$ cat src/rtl/gpio_bank_regs.sv
module gpio_bank_regs #(
  parameter int NUM_LINES = 148,
  parameter int ADDR_W    = 8
) (
  input  logic                 clk,
  input  logic                 rst_n,
  input  logic [ADDR_W-1:0]    bus_addr,
  input  logic                 bus_we,
  input  logic [31:0]          bus_wdata,
  output logic [31:0]          bus_rdata,
  output logic                 irq_sel,
  output logic                 irq_we,
  output logic [3:0]           irq_addr,
  output logic [31:0]          irq_wdata,
  input  logic [31:0]          irq_rdata,
  output logic [NUM_LINES-1:0] pad_out,
  output logic [NUM_LINES-1:0] pad_oe,
  input  logic [NUM_LINES-1:0] pad_in
);
  localparam int LPB    = 8;
  localparam int NBANKS = (NUM_LINES + LPB - 1) / LPB;
  localparam int PAD_W  = NBANKS * LPB;
  localparam int WA     = ADDR_W - 2;
  localparam int WIN    = 'h90;
  localparam logic [PAD_W-1:0] LINE_MASK = {PAD_W{1'b1}} >> (PAD_W - NUM_LINES);

  function automatic int bank_base(int b);
    int r;
    r = (b + 1) * 8;
    if (r >= WIN) r = r + 16;
    return r;
  endfunction

  logic [PAD_W-1:0] data_q, dir_q, sync1, sync2, rd_line;
  logic [WA-1:0]    word;

  assign word      = bus_addr[ADDR_W-1:2];
  assign irq_sel   = (int'(bus_addr) >= WIN) && (int'(bus_addr) < WIN + 16);
  assign irq_we    = irq_sel & bus_we;
  assign irq_addr  = bus_addr[3:0];
  assign irq_wdata = bus_wdata;

  assign pad_out = data_q[NUM_LINES-1:0];
  assign pad_oe  = ~dir_q[NUM_LINES-1:0];
  assign rd_line = ((dir_q & sync2) | (~dir_q & data_q)) & LINE_MASK;

  always_ff @(posedge clk) begin
    if (!rst_n) begin
      sync1 <= '0;
      sync2 <= '0;
    end else begin
      sync1 <= PAD_W'(pad_in);
      sync2 <= sync1;
    end
  end

  always_ff @(posedge clk) begin
    if (!rst_n) begin
      data_q <= '0;
      dir_q  <= '1;
    end else if (bus_we) begin
      for (int b = 0; b < NBANKS; b++) begin
        if (word == WA'(bank_base(b) >> 2))
          data_q[b*LPB +: LPB] <= bus_wdata[LPB-1:0];
        if (word == WA'((bank_base(b) >> 2) + 1))
          dir_q[b*LPB +: LPB] <= bus_wdata[LPB-1:0];
      end
    end
  end

  always_comb begin
    bus_rdata = '0;
    if (irq_sel) bus_rdata = irq_rdata;
    for (int b = 0; b < NBANKS; b++) begin
      if (word == WA'(bank_base(b) >> 2))
        bus_rdata = {24'b0, rd_line[b*LPB +: LPB]};
      if (word == WA'((bank_base(b) >> 2) + 1))
        bus_rdata = {24'b0, dir_q[b*LPB +: LPB] & LINE_MASK[b*LPB +: LPB]};
    end
  end
endmodule

$ cat config.mk
export PLATFORM = sky130hd
export DESIGN_NAME = gpio_bank_regs
export DESIGN_NICKNAME = d
export VERILOG_FILES = /design/src/rtl/gpio_bank_regs.sv
export SDC_FILE = /design/constraint.sdc
export NUM_CORES = 1
export LEC_CHECK = 0
export BUFFER_PORTS_ARGS = -buffer_cell sky130_fd_sc_hd__buf_4
export CORE_MARGIN = 10
export CORE_UTILIZATION = 29
export CTS_BUF_LIST = sky130_fd_sc_hd__clkbuf_16
export CTS_CLUSTER_SIZE = 24
export DETAILED_ROUTE_END_ITERATION = 10
export SETUP_SLACK_MARGIN = 0.02
export SKIP_LAST_GASP = 1
export SYNTH_ARGS = -nofsm -noshare
export SYNTH_HDL_FRONTEND = slang
export SYNTH_SLANG_ARGS = --single-unit
$ cat constraint.sdc
create_clock -name clk -period 2.65 [get_ports clk]
set_input_delay 0.1325 -clock clk [delete_from_list [all_inputs] [get_ports clk]]
set_output_delay 0.1325 -clock clk [all_outputs]
set_load 0.005 [all_outputs]
* Word-level counts from Yosys, hierarchy flattened *
Cells that the tools add are included.

storage, ports and cells
  register bits = 592
  bits of input ports = 223
  output and inout port bits = 366
  logic and storage cells = 174

cells by class
  $add $sub $neg = 2
  magnitude comparators = 2
  equal/unequal tests = 42
  mux-type cells = 43
  bitwise logic cells = 6
  reduce and logical (&&, ||, !) cells = 39

operator list
  operator               number
  $mux W32               39
  $and A148 B148 Y148    2
  $not A148 Y148         2
  $or A148 B148 Y148     1
  $eq A6 B5 Y1 const B   16
  $reduce_and A2 Y1      38
  $eq A6 B4 Y1 const B   8
  $eq A6 B6 Y1 const B   8
  $mux W8                4
  $eq A6 B3 Y1 const B   4
  $eq A6 B6 Y1           4
  $add A6 B1 Y6 const B  2
  $eq A6 B2 Y1 const B   2
  $ge A8 B8 Y1 const B   1
  $lt A8 B8 Y1 const B   1
  $and A1 B1 Y1          1
  $logic_and A1 B1 Y1    1

* Depth between registers and ports, before layout *
  depth in word-level cells = 41
  depth in mapped cells = 10
  depth with buffers taken out = 7

* Worst setup path after synthesis *
No wires, ideal clock.

  kind = input-to-output
  start point = input bus_addr[6]
  end point = output bus_rdata[4]
  data arrival time = 1.770 ns
  data required time = 2.518 ns
  slack = 0.748 ns
  stages = 9
  buffers on the path = 2
  path through = buf_6 -> buf_6 -> or4b_4 -> o22ai_2 -> a21oi_2 -> a211oi_2 -> a21oi_1 -> o21a_1 -> o221a_1

between the ends
  cells in the longest elaborated chain, start to end = 41
  elaborated cells on any way between the ends = 80
  classes of those cells = 2 x order compare; 38 x eq/ne; 39 x mux; 1 x reduce/logical

RTL lines
  what                                          line  RTL
  start: declaration                            7     input logic [ADDR_W-1:0] bus_addr,
  $ge A8 B8 Y1 or $lt A8 B8 Y1 (tied branches)  38    assign irq_sel = (int'(bus_addr) >= WIN) && (int'(bus_addr) < WIN + 16);
  $logic_and A1 B1 Y1                           38
  $mux W32                                      73    if (irq_sel) bus_rdata = irq_rdata;
  $mux W32                                      75    if (word == WA'(bank_base(b) >> 2))
  $mux W32                                      77    if (word == WA'((bank_base(b) >> 2) + 1))
  $mux W32                                      75
  $mux W32                                      77
  $mux W32                                      75
  [25 not listed]                               -
  $mux W32                                      75
  $mux W32                                      77
  $mux W32                                      75
  $mux W32                                      77
  $mux W32                                      75
  $mux W32                                      77
  $mux W32                                      75
  $mux W32 *                                    77
  end: declaration                              10    output logic [31:0] bus_rdata,

Mark *: on every way between the ends. The rest lies on a longest branch, timed or not.

* Worst setup path in the final report *
  start point = register dir_q[17]
  end point = output bus_rdata[1]

between the ends
  cells in the longest elaborated chain, start to end = 37
  elaborated cells on any way between the ends = 38
  classes of those cells = 34 x mux; 4 x bitwise

RTL lines
  what                              line  RTL
  start: declaration                34    logic [PAD_W-1:0] data_q, dir_q, sync1, sync2, rd_line;
  start signal: indexed assignment  66    dir_q[b*LPB +: LPB] <= bus_wdata[LPB-1:0];
  $not A148 Y148                    45    assign rd_line = ((dir_q & sync2) | (~dir_q & data_q)) & LINE_MASK;
  $and A148 B148 Y148               45
  $or A148 B148 Y148                45
  $mux W32                          75
  $mux W32 *                        77
  $mux W32 *                        75
  $mux W32 *                        77
  $mux W32 *                        75
  [21 not listed]                   -
  $mux W32 *                        75
  $mux W32 *                        77
  $mux W32 *                        75
  $mux W32 *                        77
  $mux W32 *                        75
  $mux W32 *                        77
  $mux W32 *                        75
  $mux W32 *                        77

Marks and branches as above.

==> flow_metrics.env <==
export IMPL_cts_tree="done"
export IMPL_dpl_cell_count=4437
export IMPL_outcome="complete, but fails checks"
export IMPL_setup_viol=4
export IMPL_finalHoldViolations=0
export IMPL_ioPinCount=589
export IMPL_ys_warn_count=0
export IMPL_finalCoreUtilization=0.419
export IMPL_ys_seq_area_frac=0.481
export IMPL_synth_seq_cells=592
export IMPL_synth_top_cell_area_share=0.481
export IMPL_crit_slowest_cell="o211ai_1"
export IMPL_power_density_mw_per_mm2=601
export IMPL_core_area_sq_mm=0.0840
export IMPL_maxCapViolations=0
export IMPL_p_leak_nw=15.4
export IMPL_netlist_instances=2826
export IMPL_die_w_microns=312
export IMPL_crit_buf_inv=2
export IMPL_drive_gt1_frac=0.281
export IMPL_r2r_end="dir_q[68]"
export IMPL_ys_flop_type="dfxtp_1"
export IMPL_crit_chain="mux2_4 > a221oi_4 > a31oi_4 > o221ai_4 > a211oi_4 > o211ai_1 > a21oi_1 > buf_4 > buf_6"
export IMPL_setup_worst_path_start_class="flop"
export IMPL_hold_path_class="in2reg"
export IMPL_critical_path_max_fanout=2
export IMPL_fin_crit_sh=1.13
export IMPL_rr_worst_depth=3
export IMPL_crit_arrival_ns=2.86
export IMPL_violations="negative setup slack"
export IMPL_relSlewSlack=0.449
export IMPL_drt_total_wl_microns=115000
export IMPL_cp_startpoint="dir_q[17]"
export IMPL_initialDrtViolationCount=2013
export IMPL_setup_slack_ns=-0.340
export IMPL_end_kind="primary output"
export IMPL_hpwl_microns=85900
export IMPL_routedWlPerCell_microns=24.4
export IMPL_viasPerCell=4.99
export IMPL_area_growth_pct=42.8
export IMPL_fin_cells=4715
export IMPL_ir_drop_v=0.000416
export IMPL_hold_slack_ns=0.0536
export IMPL_path_delay_family="compound AO/OA/AOI/OAI gates"
export IMPL_ant_nets=0
export IMPL_crit_required_ns=2.52
export IMPL_hold_depth=2
export IMPL_min_from="rst_n"
export IMPL_overflow=0
export IMPL_syn_area_sq_mm=0.0247
export IMPL_max_clock_path_buffers=3
export IMPL_whs_endpoint="dir_q[120]"
export IMPL_cts_buffers=69
export IMPL_drc_errors=0
export IMPL_r2r_start="dir_q[68]"
export IMPL_num_vias=23508
export IMPL_htree_levels=3
export IMPL_core_rowCount=106
export IMPL_setup_worst_path_class="reg2out"
export IMPL_grt_pass1_wl_microns=163000
export IMPL_clkSinkCount=592
export IMPL_die_h_microns=312
export IMPL_synth_area_leaders="dfxtp_1 (48%), and2_1 (8.2%), nand2_1 (7.1%)"
export IMPL_drv_slew=0
export IMPL_start_util=0.294
export IMPL_die_area_sq_mm=0.0971
export IMPL_fillers=8331
export IMPL_gp_congestion=0.936
export IMPL_clkSlewWorstSetupHoldPaths_ns=0.06
export IMPL_rrSetupSlack_ns=1.78
export IMPL_rsz0062_at_grt="yes"
export IMPL_track_usage=0.225
export IMPL_port_buffers=536
export IMPL_cts_root_buf="clkbuf_16"
export IMPL_fmax_ghz=0.334
export IMPL_nets=3751
export IMPL_finalPower_mw=21.1
export IMPL_grt_pass1_vias=23109
export IMPL_avgSynthCellArea_sq_um=8.72
export IMPL_critical_path_max_stage_delay_ns=0.36
export IMPL_clk_latency_ns=0.61
export IMPL_n_antenna_cell=0
export IMPL_finalSetupTns_ns=-0.623
export IMPL_synth_enable_flop_cells=0
export IMPL_synth_largest_area_cell="dfxtp_1"
export IMPL_synthArstFlopShare=0
export IMPL_tightest_slew_ns=0.827
export IMPL_firstDrtPassIters=5
export IMPL_yosys_cell_types_count=74
export IMPL_layout_min_cycle_time_ns=2.99
export IMPL_syn_nets=3049
export IMPL_worst_clock_skew_ns=0.0132
export IMPL_grt_max_degree=106
export IMPL_antenna_found_initial=2
[report_power, final]
| part | internal (mW) | switching (mW) |
|---|---|---|
| Combinational | 0.963 | 1.09 |
| Clock | 5.88 | 3.97 |
| Sequential | 9.13 | 0.109 |
[metal layers]
metal | wire [microns] | GRT usage
met1 | 46900 | 0.273
met2 | 52800 | 0.364
met3 | 10500 | 0.0708
met4 | 4950 | 0.0954
met5 | 9 | 0
[layout make-up]
type                            instances  area, sq um  area share
Multi-Input combinational cell       1827        11700       0.332
Tap cell                             1134         1420      0.0403
Inverter                              156          588      0.0167
Clock buffer                           73         1830      0.0519
Clock inverter                         51          504      0.0143
Timing Repair Buffer                  882         7280       0.207
Sequential cell                       592        11900       0.338
[worst max-delay path by stage]
stage,cells past startpoint,to
after detailed placement,12,bus_rdata[7]
final,9,bus_rdata[1]
after floorplan,9,bus_rdata[4]
after CTS,9,bus_rdata[1]
after global placement,12,bus_rdata[7]
after global routing,9,bus_rdata[1]
[flip-flops by register name, summed over array words and instances, names as in the netlist]
name    flops
sync1     148
sync2     148
data_q    148
dir_q     148
[timing repair]
| item | 4_1_cts | 5_1_grt |
|---|---|---|
| pin swaps | 60 | 23 |
| endpoints found under the setup margin | 8 | 8 |
| hold buffers | 149 | 0 |
| setup buffers | 11 | 1 |
| hold endpoints to repair | 149 | 0 |
| gates cloned | 0 | 0 |
| gates resized for setup | 167 | 29 |
[worst reg2reg max path, cell delays in order, from the launching register on]
cell and delay, ns:
dfxtp_2 0.32, buf_4 0.12, inv_1 0.18, o211ai_1 0.13
[stage by stage]
step	worst slack (ns)	instance area [sq um]
after floorplan	0.748	24700
after global placement	-0.283	30600
after detailed placement	-0.329	30600
after CTS	-0.402	35100
after global routing	-0.440	35200
final	-0.340	35200
[kinds of logic (layout without fill, tap and decap cells)]
group | count (synthesis) | after routing | share of synthesized area
AND/OR/NAND/NOR | 1009 | 1009 | 0.207
flip-flops | 592 | 592 | 0.481
AO/OA/AOI/OAI | 716 | 716 | 0.198
multiplexers | 102 | 102 | 0.0424
buffers and inverters | 407 | 1162 | 0.0727
[cells in the mapped netlist (all sizes together) (5+ instances only)]
library cell,instances
dfxtp,592
a21o,6
a21oi,95
nor4,6
a32oi,15
clkbuf,147
o211ai,169
o21a,10
nand3,51
nor2,75
inv,156
a22oi,11
o2111ai,6
o221ai,13
a211oi,25
and2,323
nand2,464
o21ai,126
mux2i,83
o31ai,8
a31oi,24
o22ai,35
buf,104
o311ai,6
nor2b,32
and3,5
mux2,19
a21boi,133
o32ai,5
nand4,10
nor3,12
[cells in the final DEF, fill, tap and decap left out, types with 20 or more instances in the layout]
| cell type | netlist | routed |
|---|---|---|
| dlygate4sd3_1 | 0 | 149 |
| a21boi_0 | 123 | 122 |
| o211ai_1 | 169 | 169 |
| clkbuf_16 | 0 | 73 |
| dfxtp_1 | 592 | 557 |
| buf_4 | 37 | 704 |
| o21ai_0 | 125 | 104 |
| mux2i_1 | 83 | 68 |
| nor2_1 | 63 | 62 |
| dfxtp_2 | 0 | 30 |
| nor2b_1 | 32 | 30 |
| nand3_1 | 51 | 49 |
| inv_1 | 155 | 162 |
| and2_1 | 323 | 323 |
| o22ai_1 | 34 | 26 |
| buf_12 | 0 | 20 |
| nand2_1 | 464 | 462 |
| a21oi_1 | 94 | 80 |
| a31oi_1 | 24 | 21 |
Note: power is estimated with default switching activity, not from simulation.
